===== src/rtl/hold_pwm_pkg.sv =====
package hold_pwm_pkg;
  localparam int CNT_W  = 8;                    // duty / period / counter width
  localparam int CODE_W = 4;                    // divider exponent code width
  localparam int PRE_W  = (1 << CODE_W) - 2;    // prescaler counter width (max divide 2^14)

  typedef struct packed {
    logic [CNT_W-1:0]  duty;
    logic [CNT_W-1:0]  period;
    logic [CODE_W-1:0] div;
  } pwm_cfg_t;
endpackage


===== src/rtl/hold_pwm_cfg.sv =====
module hold_pwm_cfg
  import hold_pwm_pkg::*;
#(
  parameter logic [CNT_W-1:0]  DUTY_RST   = 8'd127,
  parameter logic [CNT_W-1:0]  PERIOD_RST = 8'd255,
  parameter logic [CODE_W-1:0] DIV_RST    = 4'd5
) (
  input  logic     clk,
  input  logic     rst_n,
  input  logic     wr_en,
  input  pwm_cfg_t wr_cfg,
  output pwm_cfg_t cfg_q
);
  pwm_cfg_t cfg_d;

  always_comb begin
    cfg_d = cfg_q;
    if (wr_en) cfg_d = wr_cfg;
  end

  always_ff @(posedge clk or negedge rst_n) begin
    if (!rst_n) begin
      cfg_q.duty   <= DUTY_RST;
      cfg_q.period <= PERIOD_RST;
      cfg_q.div    <= DIV_RST;
    end else begin
      cfg_q <= cfg_d;
    end
  end
endmodule


===== src/rtl/hold_pwm_prescale.sv =====
module hold_pwm_prescale
  import hold_pwm_pkg::*;
(
  input  logic              clk,
  input  logic              rst_n,
  input  logic              run,
  input  logic [CODE_W-1:0] code,
  output logic              tick
);
  logic [PRE_W-1:0] pre_q, pre_d, limit;
  logic [PRE_W:0]   span;

  // limit = 2^(code-1) - 1 for code >= 2, else 0 (tick every cycle)
  always_comb begin
    span  = '0;
    limit = '0;
    if (code > 4'd1) begin
      span  = (PRE_W+1)'(1) << (code - 4'd1);
      limit = PRE_W'(span - (PRE_W+1)'(1));
    end
    tick  = run && (pre_q >= limit);
    pre_d = (!run || tick) ? '0 : pre_q + PRE_W'(1);
  end

  always_ff @(posedge clk or negedge rst_n) begin
    if (!rst_n) pre_q <= '0;
    else        pre_q <= pre_d;
  end
endmodule


===== src/rtl/hold_pwm_core.sv =====
module hold_pwm_core
  import hold_pwm_pkg::*;
(
  input  logic             clk,
  input  logic             rst_n,
  input  logic             run,
  input  logic             tick,
  input  logic [CNT_W-1:0] duty_cfg,
  input  logic [CNT_W-1:0] period_cfg,
  output logic [CNT_W-1:0] cnt_q,
  output logic [CNT_W-1:0] act_duty_q,
  output logic             below_duty
);
  logic [CNT_W-1:0] cnt_d, act_duty_d;
  logic             wrap;

  always_comb begin
    wrap       = cnt_q >= period_cfg;
    cnt_d      = cnt_q;
    act_duty_d = act_duty_q;
    if (!run) begin
      cnt_d      = '0;
      act_duty_d = duty_cfg;          // idle: track the register for a fresh start
    end else if (tick) begin
      if (wrap) begin
        cnt_d      = '0;
        act_duty_d = duty_cfg;        // duty taken in only at wrap
      end else begin
        cnt_d      = cnt_q + CNT_W'(1);
      end
    end
    below_duty = cnt_q < act_duty_q;
  end

  always_ff @(posedge clk or negedge rst_n) begin
    if (!rst_n) begin
      cnt_q      <= '0;
      act_duty_q <= '0;
    end else begin
      cnt_q      <= cnt_d;
      act_duty_q <= act_duty_d;
    end
  end
endmodule


===== src/rtl/hold_pwm_gen.sv =====
module hold_pwm_gen
  import hold_pwm_pkg::*;
#(
  parameter logic [CNT_W-1:0]  DUTY_RST   = 8'd127,
  parameter logic [CNT_W-1:0]  PERIOD_RST = 8'd255,
  parameter logic [CODE_W-1:0] DIV_RST    = 4'd5
) (
  input  logic              clk,
  input  logic              rst_n,
  input  logic              hold_en,
  input  logic              cfg_wr,
  input  logic [CNT_W-1:0]  cfg_duty,
  input  logic [CNT_W-1:0]  cfg_period,
  input  logic [CODE_W-1:0] cfg_div,
  output logic              pwm_o
);
  logic [1:0]       rst_sync_q;
  logic             rst_int_n;
  pwm_cfg_t         wr_cfg, cfg_q;
  logic             run, tick, below_duty;
  logic [CNT_W-1:0] cnt_q, act_duty_q;

  // asynchronous assert, synchronous release
  always_ff @(posedge clk or negedge rst_n) begin
    if (!rst_n) rst_sync_q <= 2'b00;
    else        rst_sync_q <= {rst_sync_q[0], 1'b1};
  end
  assign rst_int_n = rst_sync_q[1];

  assign wr_cfg = '{duty: cfg_duty, period: cfg_period, div: cfg_div};

  hold_pwm_cfg #(
    .DUTY_RST  (DUTY_RST),
    .PERIOD_RST(PERIOD_RST),
    .DIV_RST   (DIV_RST)
  ) u_cfg (
    .clk   (clk),
    .rst_n (rst_int_n),
    .wr_en (cfg_wr),
    .wr_cfg(wr_cfg),
    .cfg_q (cfg_q)
  );

  assign run = hold_en && (cfg_q.div != '0);

  hold_pwm_prescale u_pre (
    .clk  (clk),
    .rst_n(rst_int_n),
    .run  (run),
    .code (cfg_q.div),
    .tick (tick)
  );

  hold_pwm_core u_core (
    .clk       (clk),
    .rst_n     (rst_int_n),
    .run       (run),
    .tick      (tick),
    .duty_cfg  (cfg_q.duty),
    .period_cfg(cfg_q.period),
    .cnt_q     (cnt_q),
    .act_duty_q(act_duty_q),
    .below_duty(below_duty)
  );

  assign pwm_o = run && below_duty;
endmodule


===== config.mk =====
export PLATFORM = sky130hd
export DESIGN_NAME = hold_pwm_gen
export DESIGN_NICKNAME = d
export VERILOG_FILES = /design/src/rtl/hold_pwm_pkg.sv /design/src/rtl/hold_pwm_cfg.sv /design/src/rtl/hold_pwm_prescale.sv /design/src/rtl/hold_pwm_core.sv /design/src/rtl/hold_pwm_gen.sv
export SDC_FILE = /design/constraint.sdc
export NUM_CORES = 1
export LEC_CHECK = 0
export CORE_ASPECT_RATIO = 2
export CORE_MARGIN = 2
export CORE_UTILIZATION = 24
export DETAILED_ROUTE_END_ITERATION = 16
export GPL_TIMING_DRIVEN = 0
export PLACE_DENSITY = 0.48
export SETUP_SLACK_MARGIN = 0.3
export SLEW_MARGIN = 20
export SYNTH_ARGS = -nofsm -noshare
export SYNTH_HDL_FRONTEND = slang
export SYNTH_HIERARCHICAL = 1
export SYNTH_SLANG_ARGS = --single-unit

===== constraint.sdc =====
create_clock -name clk -period 1.65 [get_ports clk]
set_input_delay 0.165 -clock clk [delete_from_list [all_inputs] [get_ports clk]]
set_output_delay 0.165 -clock clk [all_outputs]
set_load 0.01 [all_outputs]

## Word-level counts from Yosys, hierarchy flattened

Index checks and enable logic that the tools add are counted.

- Output and inout bits: 1
- Memory bits (writable): 0
- Word-level logic and storage cells: 33
- Bits of input ports: 24
- Memories kept: 0
- Bits in registers: 52
- ROM bits: 0
- Latch bits: 0

- Bitwise gates (word level): 0
- Div/mod/pow operators: 0
- Add/subtract/negate cells: 4
- Magnitude comparators: 4
- Reduce and logical (&&, ||, !) cells: 7
- Shifts and indexed selects: 1
- Eq/ne operators: 2
- Multipliers: 0
- Multiplexer cells: 8

Operators by type and width:

| cell | count |
|---|---|
| 2-to-1 mux 8 bit | 6 |
| 2-to-1 mux 14 bit | 2 |
| adder 14 x 1 -> 14 bit, second input constant | 1 |
| greater-or-equal comparator 14 bit | 1 |
| << shifter 1 x 4 -> 14 bit, first input constant | 1 |
| subtractor 14 x 1 -> 14 bit, second input constant | 1 |
| adder 8 x 1 -> 8 bit, second input constant | 1 |
| greater-or-equal comparator 8 bit | 1 |
| < comparator 8 bit | 1 |
| > comparator 4 x 1 -> 1 bit, second input constant | 1 |
| inequality test 2 x 1 -> 1 bit, second input constant | 2 |
| nonzero test 4 bit | 1 |
| subtractor 4 x 1 -> 4 bit, second input constant | 1 |
| logical AND 1 bit | 3 |
| AND reduction 2 bit | 1 |
| zero test 1 bit | 1 |
| logical OR 1 bit | 1 |

## Depth between registers and ports, before layout

Gate-level depths: netlist (run 1).

- Word-level depth: 8
- Gate-level depth with buffers: 20
- Mapped depth without buffers: 18

## By module

The synthesis (run 1) kept the hierarchy.

Modules (own cells, without submodules):

| module | sequential area each (um2) | times used | area an instance (um2) | cells each |
|---|---|---|---|---|
| hold_pwm_prescale | 350.3 | 1 | 1,201.2 | 146 |
| hold_pwm_core | 400.4 | 1 | 1,102.3 | 114 |
| hold_pwm_cfg | 521.8 | 1 | 844.6 | 42 |
| hold_pwm_gen | 50.0 | 1 | 80.1 | 7 |

## Least setup slack after synthesis (run 1)

OpenSTA, ideal clock, no wires.

- Kind: register -> register
- From: reg u_cfg/cfg_q[3] (netlist name)
- To: reg u_core.act_duty_q[0]
- Period minus slack after synthesis: 3,715 ps
- Data arrival time: 3,590 ps
- Path buffers: 2
- Stages on the path, launching flop included: 15
- Data required time: 1,525 ps
- Setup slack: -2,065 ps
- Setup time: 125 ps
- Cell sequence: dfrtp_1 > or2_2 > or2_2 > ha_1 > clkbuf_1 > o31a_1 > ha_1 > nand4_1 > o221a_2 > o31a_1 > nor2_1 > nor2b_1 > clkbuf_1 > a21oi_4 > mux2_2

- Cells in the longest elaborated chain, start to end: 8
- Elaborated cells on any way between the ends: 13
- Classes of those cells: add/sub: 2; order compare: 2; eq/ne: 2; shift: 1; mux: 2; reduce/logical: 4

RTL lines:

| item | RTL line | source |
|---|---|---|
| subtractor 4 x 1 -> 4 bit | hold_pwm_prescale.sv:18 | `span = (PRE_W+1)'(1) << (code - 4'd1);` |
| << shifter 1 x 4 -> 14 bit | hold_pwm_prescale.sv:18 |  |
| subtractor 14 x 1 -> 14 bit | hold_pwm_prescale.sv:19 | `limit = PRE_W'(span - (PRE_W+1)'(1));` |
| 2-to-1 mux 14 bit | hold_pwm_prescale.sv:17 | `if (code > 4'd1) begin` |
| greater-or-equal comparator 14 bit | hold_pwm_prescale.sv:21 | `tick = run && (pre_q >= limit);` |
| logical AND 1 bit * | hold_pwm_prescale.sv:21 |  |
| named net tick | hold_pwm_gen.sv:20 | `logic run, tick, below_duty;` |
| inequality test 2 x 1 -> 1 bit (no line) * | -- |  |
| AND reduction 2 bit (no line) * | -- |  |
| to (signal assigned) | hold_pwm_core.sv:41 | `act_duty_q <= act_duty_d;` |
| to (decl) | hold_pwm_core.sv:11 | `output logic [CNT_W-1:0] act_duty_q,` |

Mark *: on every way through the listed nets, which the timed path passes. The rest lies on a longest branch.
A chain may end at the register's enable or synchronous reset.

## Worst setup path in the final report (run 1)

- From: reg u_cfg/cfg_q[1] (netlist name)
- To: reg u_core.act_duty_q[7]

- Cells in the longest elaborated chain, start to end: 8
- Elaborated cells on any way between the ends: 13
- Classes of those cells: add/sub: 2; order compare: 2; eq/ne: 2; shift: 1; mux: 2; reduce/logical: 4

RTL lines:

| item | RTL line |
|---|---|
| subtractor 4 x 1 -> 4 bit | hold_pwm_prescale.sv:18 |
| << shifter 1 x 4 -> 14 bit | hold_pwm_prescale.sv:18 |
| subtractor 14 x 1 -> 14 bit | hold_pwm_prescale.sv:19 |
| 2-to-1 mux 14 bit | hold_pwm_prescale.sv:17 |
| greater-or-equal comparator 14 bit | hold_pwm_prescale.sv:21 |
| logical AND 1 bit * | hold_pwm_prescale.sv:21 |
| named net tick | hold_pwm_gen.sv:20 |
| inequality test 2 x 1 -> 1 bit (no line) * | -- |
| AND reduction 2 bit (no line) * | -- |

Marked as above.

==> results of run 1 <==
metrics by stage:
step / instances / setup slack (ps)
after floorplan: 309 / -1780
after global placement: 487 / -2210
after detailed placement: 487 / -2190
after CTS: 514 / -1880
after global routing: 520 / -1990
final: 520 / -1840
placed cells by master (no fill, tap or decap), types with 4 or more instances in the layout:
cell and count:
a21oi_1 13, dfrtp_1 31, a31oi_1 5, ha_1 30
nand2b_1 6, o21ai_0 8, inv_1 23, nand3_1 11
nand4_1 7, buf_4 19, nand2_1 23, nor2_1 25
clkbuf_8 4, buf_6 8, clkbuf_16 5, o21ai_1 5
mux2_4 28, dfstp_2 17, clkdlybuf4s50_1 22, xor2_1 11
a21o_1 4
cell type report:
class	count	area, µm²	area share, %
Timing Repair Buffer	48	460	11.0
Multi-Input combinational cell	225	1890	44.9
Inverter	23	86.3	2.05
Buffer	9	93.8	2.23
Clock buffer	6	139	3.30
Clock inverter	2	13.8	0.327
Tap cell	155	194	4.61
Sequential cell	52	1330	31.6
report_power, final:
part           switching [mW]  total (mW)  internal (mW)  leakage [nW]
Combinational           0.360       0.838          0.478          1.22
Clock                   0.476        1.08          0.608        0.0772
Sequential              0.108        1.53           1.42         0.629
timing repair:
| action | 4_1_cts | 5_1_grt |
|---|---|---|
| hold endpoints to repair | 0 | 0 |
| resized for setup | 17 | 11 |
| cloned | 1 | 1 |
| endpoints found under the setup margin | 31 | 31 |
| buffers inserted | 18 | 5 |
| pin swaps | 6 | 2 |
sequential cells by signal, summed over array words and instances, names as in the netlist:
register	cells
rst_sync_q	2
u_cfg/cfg_q	20
u_core/act_duty_q	8
u_core/cnt_q	8
u_pre/pre_q	14
cells by family (layout without fill, tap and decap cells):
kind of cell               Yosys count  in the layout  synth area share, %
other                                1              1                0.116
and+or+nand+nor                     97             97                 14.7
adders and majority gates           32             32                 12.4
xor gates and xnor gates            14             14                 3.80
buffers and inverters               32             88                 4.65
AOI/OAI and AO/OA                   50             50                 10.4
muxes                               31             31                 13.0
DFF                                 52             52                 41.0
per-layer routing:
layer / global-route usage (%) / up-vias / wire [µm]
met5: 0 / - / 0
met4: 2.28 / 0 / 60
met3: 2.11 / 4 / 220
met2: 14.3 / 33 / 3000
met1: 15.4 / 1104 / 3610
li1: - / 1191 / -
how the worst max path moves through the flow:
stage,startpoint,to,slack (ps),depth (start not counted)
6_report,u_cfg/cfg_q[1],u_core/act_duty_q[7],-1840,18
5_1_grt,u_cfg/cfg_q[1],u_core/act_duty_q[5],-1990,18
4_1_cts,u_cfg/cfg_q[1],u_core/act_duty_q[0],-1880,18
3_5_place_dp,u_cfg/cfg_q[1],u_core/act_duty_q[0],-2190,16
3_3_place_gp,u_cfg/cfg_q[1],u_core/act_duty_q[7],-2210,16
2_1_floorplan,u_cfg/cfg_q[1],u_core/act_duty_q[0],-1780,16
==> metrics, run 1 <==
Worst R2R Setup Slack=-1840 ps; share of Yosys cell area claimed by the top area cell type=27.1%; Net Count, Synth=between 300 and 400; worst-path cell chain=clkbuf_8 > nand2b_4 > or2_4 > ha_4 > nor3_2 > a21oi_1 > o21a_1 > ha_1 > nand4_1 > o221a_4 > o31a_1 > nor2_2 > nor2b_1 > clkbuf_8 > a21oi_4 > buf_6 > buf_16 > mux2_4; Mean Syn Cell Area=between 10 and 15 µm²; vias in the first global route=between 2000 and 2500; CP max stage delay=slightly below 400 ps; yosys warns=6; top-count cell post-synth=dfrtp_1; dpl hpwl=roughly 4.7 mm; post-route setup slack=-1840 ps; Slew HR=between 50 and 60%; main flop type after synthesis=dfrtp_1; Area Overhead vs Synth=30.2%; Fill cells=between 1000 and 1500; CP Capture Type=register; largest cells by area after synthesis=dfrtp_1 27%, dfstp_2 14%, ha_1 12%; worst slew pin tran=669 ps; clock latency on the worst-skew pair=approximately 290 ps; Synth area leader=dfrtp_1; worst r2r src=u_cfg/cfg_q[1]; reg-to-reg endpoint=u_core/act_duty_q[7]; Vias=between 2000 and 2500; crit path DAT=approximately 3700 ps; #FFs+latches synth=between 50 and 60; max-capacitance violation count=0; VDD IR max=approximately 440 µV; io pins=25; worst hold slack=~28 ps; Routed Antenna Nets=0; Die Height=approximately 170 µm; htree depth=2; critical path's top delay family=compound AO/OA/AOI/OAI gates; layout cells sized above 1=between 30 and 40%; failing checks=setup timing; TritonCTS Buffers=5; crit-path most repeated cell=clkbuf_8; WP buf/inv=4; RSZ-0062 raised after global routing=true; fmax=287 MHz; Initial DRC Count=87; setup TNS=-46390 ps; Pins Over Slew Limit=0; Setup Skew=5.78 ps; cell area after synthesis=roughly 3200 µm²; clk sinks=52; Die Width=approximately 86 µm; Worst path slowest cell=dfrtp_1; nets=420; Yosys cell types=42; asr flop ratio synth=100%; # setup viols final=31; status=finished, violations left; register clock-pin slew on the reported worst setup and hold paths=~70 ps; Cell Area, Placed=around 3800 µm²; Final Wtd Congestion=0.723; period utilization=211%; Power Dens Cells=a little over 800 nW/µm²; grt ovf=0; final wirelength=around 6.9 mm; first-pass GRT wire length=between 10 and 15 mm; # rows=60; Design Area, Final=4200 µm²; Core Util, Final=31.6%; Design Power=roughly 3.5 mW; Die Area=roughly 14000 µm²; Synth Instances=~310; DR WL/cell=13.3 µm; Final Hold Viols=0; Min Clock Period, post-route=3490 ps; antenna violations before repair=0; Total GRT Usage=between 10% and 20%; crit path max fanout=4; critical path startpoint category=register; CTS root buffer=clkbuf_16; WP data required=around 1800 ps; CTS hold repair buffers=0; CORE AREA=approximately 13000 µm²; Initial Util=between 20 and 25%; Setup CP Type=reg -> reg; Leakage=slightly below 2 nW; min-delay worst type=in -> async; diode count=0; r2r worst-path depth=18; EDFF count, synth=0; IO buf count=23; CTS tree=yes; clk buf depth=2; DRC Markers=0; vias per cell=4.48; synth cell count leaders=35 x dfrtp_1, 32 x ha_1, 29 x nor2_1, 23 x inv_1, 23 x nand2_1; largest net degree at the start of global routing=51; DR pass1 iterations=4; register area share after synthesis=41.0%
Note: power is estimated with default switching activity, not from simulation.
==> inputs of run 2 (changes only) <==
- CELL_PAD_IN_SITES_DETAIL_PLACEMENT: unset -> 0
- CELL_PAD_IN_SITES_GLOBAL_PLACEMENT: unset -> 1
- PLACE_DENSITY: 0.48 -> 0.55
- SETUP_SLACK_MARGIN: 0.3 -> unset
==> metrics, run 2 (synthesis gave the netlist of run 1 again) <==
Top Registers=u_cfg/cfg_q x20, u_pre/pre_q x14; WP data required=1830 ps (about the same); DR WL/cell=13.7 µm (+3.6%); final wirelength=7.13 mm (+3.4%); nets=419 (-0.24%); diode count=0 (unchanged); crit path DAT=3610 ps (-60 ps); period utilization=208% (-3.7 points); Final Wtd Congestion=0.715 (-1.1%); Fill cells=1352 (-1.6%); worst r2r src=u_cfg/cfg_q[3]; VDD IR max=382 µV (-13%); IO buf count=23 (unchanged); post-route setup slack=-1780 ps (+60.6 ps); CP max stage delay=410 ps (+20 ps); critical path startpoint category=register; first-pass GRT wire length=12.1 mm (+3.8%); worst-path cell chain=or2_4 > or2_4 > ha_4 > buf_8 > o31a_1 > ha_1 > nand4_1 > o221a_4 > o31a_1 > nor2_4 > nor2b_4 > a21oi_4 > buf_6 > mux2_4; worst slew pin tran=658 ps (-11.0 ps); Reg with most FFs=u_cfg/cfg_q; Leakage=1.92 nW (-0.30%); Initial DRC Count=92 (+5.7%); worst hold slack=25.2 ps (-2.38 ps); Initial Util=24.3% (unchanged); clk buf depth=2 (unchanged); Worst path slowest cell=dfrtp_2; Routed Antenna Nets=0 (unchanged); clock group share of total power=34.4% (+3.0 points); critical path's top delay family=compound AO/OA/AOI/OAI gates; Design Area, Final=4240 µm² (+0.74%); dpl hpwl=4.90 mm (+4.7%); layout cells sized above 1=33.2% (+2.0 points); Cell Area, Placed=3750 µm² (about the same); min-delay worst type=in -> async; vias per cell=4.48 (about the same); Die Width=86.0 µm (unchanged); Die Area=14500 µm² (unchanged); # rows=60 (unchanged); CTS tree=yes; setup TNS=-46790 ps (-395 ps); Int Pwr=2.66 mW (+6.2%); max-capacitance violation count=0 (unchanged); WP buf/inv=2 (-2); htree depth=2 (unchanged); failing checks=setup timing; Total GRT Usage=10.5% (+0.47 points); fmax=292 MHz (+1.8%); CP Capture Type=register; sequential power share=42.3% (-2.1 points); RSZ-0062 raised after global routing=true; Die Height=168 µm (unchanged); crit path max fanout=6 (+2); CTS root buffer=clkbuf_16; CORE AREA=13300 µm² (unchanged); most common cell after layout, fill and taps aside=dfrtp_1; Core Util, Final=31.9% (+0.24 points); antenna violations before repair=0 (unchanged); Worst R2R Setup Slack=-1780 ps (+60 ps); Comb power frac=23.4% (-0.9 points); Sw Ratio=26.7% (-0.65 points); Net Sw Power=0.969 mW (+2.7%); clk sinks=52 (unchanged); max reg flops=20 (unchanged); Final Hold Viols=0 (unchanged); DR pass1 iterations=4 (unchanged); Min Clock Period, post-route=3430 ps (-60.6 ps); TritonCTS Buffers=5 (unchanged); vias in the first global route=2392 (+3.3%); status=finished, violations left; register clock-pin slew on the reported worst setup and hold paths=70 ps (about the same); grt ovf=0 (unchanged); Vias=2326 (-0.26%); most frequent cells in the layout=30 x dfrtp_1, 29 x ha_1, 28 x mux2_4; # setup viols final=31 (unchanged); io pins=25 (unchanged); Setup Skew=5.98 ps (+0.200 ps); DRC Markers=0 (unchanged); clock latency on the worst-skew pair=290 ps (about the same); largest net degree at the start of global routing=51 (unchanged); DP Worst Slack=-2290 ps (-104 ps); Area Overhead vs Synth=31.2%; Slew HR=56.2% (+0.74 points); Power Dens Cells=858 nW/µm² (+4.4%); worst setup path start=u_cfg/cfg_q[3]; Pins Over Slew Limit=0 (unchanged); Setup CP Type=reg -> reg
[run 2: changes by cell type in the layout (fill, tap and decap cells not counted), moves of 2 or more]
cell | before | now
nor2b_4 | 0 | 2
clkbuf_8 | 4 | 2
inv_1 | 23 | 21
o21ai_2 | 0 | 2
inv_2 | 0 | 2
o21ai_0 | 8 | 6
buf_6 | 8 | 11
[run 2: path summary, 6_finish.rpt]
path	to	cells past startpoint
worst max-delay path	u_core/act_duty_q[4]	14
min in group clk	u_cfg/cfg_q[18]	2
worst min-delay path	rst_sync_q[1]	1
max in group asynchronous	u_cfg/cfg_q[3]	0
worst max register to register	u_core/act_duty_q[4]	14
worst min register to register	rst_sync_q[1]	0
[run 2: repair_timing]
item | 4_1_cts | 5_1_grt
gates cloned | 1 | 0
buffers inserted | 21 | 3
endpoints found under the setup margin | 31 | 31
hold buffers | 0 | 0
gates resized for setup | 32 | 15
pin swaps | 16 | 7
[run 2: worst register-to-register path, stage by stage (launching register included)]
cell	delay, ps
dfrtp_2	410
or2_4	250
or2_4	260
ha_4	170
buf_8	120
o31a_1	290
ha_1	270
nand4_1	100
o221a_4	320
o31a_1	310
nor2_4	130
nor2b_4	70
a21oi_4	160
buf_6	160
mux2_4	300
[run 2: routing by layer]
layer  GRT usage (%)  routed length (µm)  vias up
met5               0                   0        -
met1            15.1                3470     1104
met3            1.81                 306        5
met4            2.28                  59        0
met2            16.4                3290       34
li1                -                   -     1183
[run 2: cell type report]
class / instances / area [µm²] / share of cell area [%]
buffer: 8 / 81.3 / 1.92
clock inverter: 2 / 38.8 / 0.916
tap: 155 / 194 / 4.58
timing repair buffer: 48 / 439 / 10.4
inverter: 23 / 86.3 / 2.04
clock buffer: 6 / 139 / 3.28
multi-input combinational: 225 / 1930 / 45.5
sequential: 52 / 1330 / 31.4
[run 2: power by group through the flow]
| stage | clock (mW) | combinational (mW) | sequential, mW |
|---|---|---|---|
| floorplan | 0 | 0.535 | 1.53 |
| finish | 1.25 | 0.849 | 1.54 |
| global route | 1.35 | 0.950 | 1.56 |
| global placement | 0 | 0.695 | 1.58 |
| CTS | 1.32 | 0.837 | 1.54 |
| detailed placement | 0 | 0.698 | 1.58 |
[run 2: through the flow]
| step | instances | power, mW |
|---|---|---|
| after floorplan | 309 | 2.07 |
| after global placement | 487 | 2.27 |
| after detailed placement | 487 | 2.28 |
| after CTS | 517 | 3.70 |
| after global routing | 519 | 3.86 |
| final | 519 | 3.63 |
==> inputs of run 3 (changes only) <==
- SETUP_SLACK_MARGIN: unset -> 0.2
==> metrics, run 3 (synthesis gave the netlist of run 1 again) <==
Setup Skew=5.12 ps (-0.858 ps); setup TNS=-47210 ps (-419 ps); CP Capture Type=register; DR WL/cell=13.5 µm (-1.3%); max-capacitance violation count=0 (unchanged); final cell count without fillers=517 (-0.39%); CTS tree=yes; WP data required=1830 ps (about the same); period utilization=208% (about the same); io pins=25 (unchanged); # rows=60 (unchanged); clk sinks=52 (unchanged); crit path DAT=3600 ps (about the same); DR pass1 iterations=4 (unchanged); CTS root buffer=clkbuf_16; register clock-pin slew on the reported worst setup and hold paths=70 ps (about the same); Sw Ratio=27.6% (+0.90 points); Initial DRC Count=70 (-24%); diode count=0 (unchanged); Net Sw Power=0.956 mW (-1.3%); sequential power share=44.1% (+1.8 points); fmax=292 MHz (about the same); clk buf depth=2 (unchanged); grt ovf=0 (unchanged); Final Hold Viols=0 (unchanged); Power Dens Cells=825 nW/µm² (-3.8%); first-pass GRT wire length=11.9 mm (-2.3%); layout cells sized above 1=31.8% (-1.5 points); Final Wtd Congestion=0.721 (+0.92%); final wirelength=7.00 mm (-1.7%); Design Area, Final=4200 µm² (-0.77%); most frequent cells in the layout=31 x dfrtp_1, 30 x ha_1, 28 x mux2_4; antenna violations before repair=0 (unchanged); Area Overhead vs Synth=30.2%; min-delay worst type=in -> async; Int Pwr=2.51 mW (-5.8%); dpl hpwl=4.91 mm (+0.14%); worst slew pin tran=659 ps (+0.988 ps); Cell Area, Placed=3760 µm² (about the same); max reg flops=20 (unchanged); crit path max fanout=5 (-1); Initial Util=24.3% (unchanged); IO buf count=23 (unchanged); clock latency on the worst-skew pair=300 ps (about the same); Top Registers=u_cfg/cfg_q x20, u_pre/pre_q x14; Die Height=168 µm (unchanged); Die Width=86.0 µm (unchanged); Die Area=14500 µm² (unchanged); vias per cell=4.47 (-0.22%); Leakage=1.92 nW (-0.12%); Min Clock Period, post-route=3430 ps (-2.25 ps); Routed Antenna Nets=0 (unchanged); failing checks=setup timing; most common cell after layout, fill and taps aside=dfrtp_1; Vias=2312 (-0.60%); largest net degree at the start of global routing=51 (unchanged); clock group share of total power=31.3% (-3.1 points); Comb power frac=24.5% (+1.1 points); Reg with most FFs=u_cfg/cfg_q; critical path startpoint category=register; # setup viols final=31 (unchanged); Slew HR=56.1% (-0.066 points); nets=417 (-0.48%); status=finished, violations left; post-route setup slack=-1780 ps (+2.25 ps); RSZ-0062 raised after global routing=true; Total GRT Usage=10.3% (-0.17 points); htree depth=2 (unchanged); placed cell count=487 (unchanged); DRC Markers=0 (unchanged); CORE AREA=13300 µm² (unchanged); TritonCTS Buffers=5 (unchanged); Setup CP Type=reg -> reg; vias in the first global route=2319 (-3.1%); Pins Over Slew Limit=0 (unchanged); VDD IR max=787 µV (+110%)
-- run 3: path summary, 6_finish.rpt --
check / start / end / slack, ps / depth (start not counted)
min in group clk: cfg_wr / u_cfg/cfg_q[10] / 230 / 2
setup reg to reg: u_cfg/cfg_q[1] / u_core/act_duty_q[1] / -1780 / 16
hold / removal: rst_n / rst_sync_q[1] / 20 / 1
max in group asynchronous: rst_sync_q[1] / u_cfg/cfg_q[3] / 800 / 0
setup / recovery: u_cfg/cfg_q[1] / u_core/act_duty_q[1] / -1780 / 16
hold reg to reg: rst_sync_q[0] / rst_sync_q[1] / 360 / 0
-- run 3: cell type report --
| type | count | area (µm²) |
|---|---|---|
| fill | 1375 | 9080 |
| multi-input combinational | 225 | 1910 |
| sequential | 52 | 1330 |
| timing repair buffer | 45 | 438 |
| tap | 155 | 194 |
| clock buffer | 6 | 139 |
| buffer | 9 | 95.1 |
| inverter | 23 | 86.3 |
| clock inverter | 2 | 13.8 |
-- run 3: layer usage --
layer  GRT usage (%)  vias up  wire, µm
met4            3.52        0       130
li1                -     1188         -
met2            15.3       41      3140
met5               0        -         0
met3            1.86        8       238
met1            15.0     1075      3490
-- run 3: stage by stage --
stage	hold WS [ps]	util, %	total power [mW]	setup WS, ps
6_report	24.2	31.6	3.47	-1780
5_1_grt	24.8	31.6	3.69	-1930
4_1_cts	17.6	31.2	3.51	-1820
3_5_place_dp	338	28.3	2.28	-2250
3_3_place_gp	336	28.3	2.28	-2300
2_1_floorplan	-131	-	2.07	-1780
-- run 3: critical path, stage by stage (launching register included) --
cell,delay (ps)
dfrtp_1,380
clkbuf_8,140
nand2b_4,140
or2_4,250
ha_4,170
buf_8,120
o31a_1,270
ha_1,280
nand4_1,100
o221a_4,300
o31a_1,250
nor2_2,110
nor2b_1,60
clkbuf_8,150
a21oi_4,140
buf_6,150
mux2_4,300
-- run 3: power by group through the flow --
| stage | clock network (mW) | logic [mW] | registers, mW |
|---|---|---|---|
| 6_report | 1.09 | 0.851 | 1.53 |
| 4_1_cts | 1.14 | 0.832 | 1.54 |
| 3_5_place_dp | 0 | 0.703 | 1.58 |
| 5_1_grt | 1.18 | 0.953 | 1.56 |
| 2_1_floorplan | 0 | 0.537 | 1.53 |
| 3_3_place_gp | 0 | 0.699 | 1.58 |
-- run 3: timing repair --
| item | in CTS | in global routing |
|---|---|---|
| endpoints found under the hold margin | 0 | 0 |
| buffers inserted | 18 | 3 |
| pin swaps | 13 | 3 |
| cloned | 1 | 0 |
| endpoints found under the setup margin | 31 | 31 |
| hold buffers | 0 | 0 |
| resized for setup | 26 | 12 |
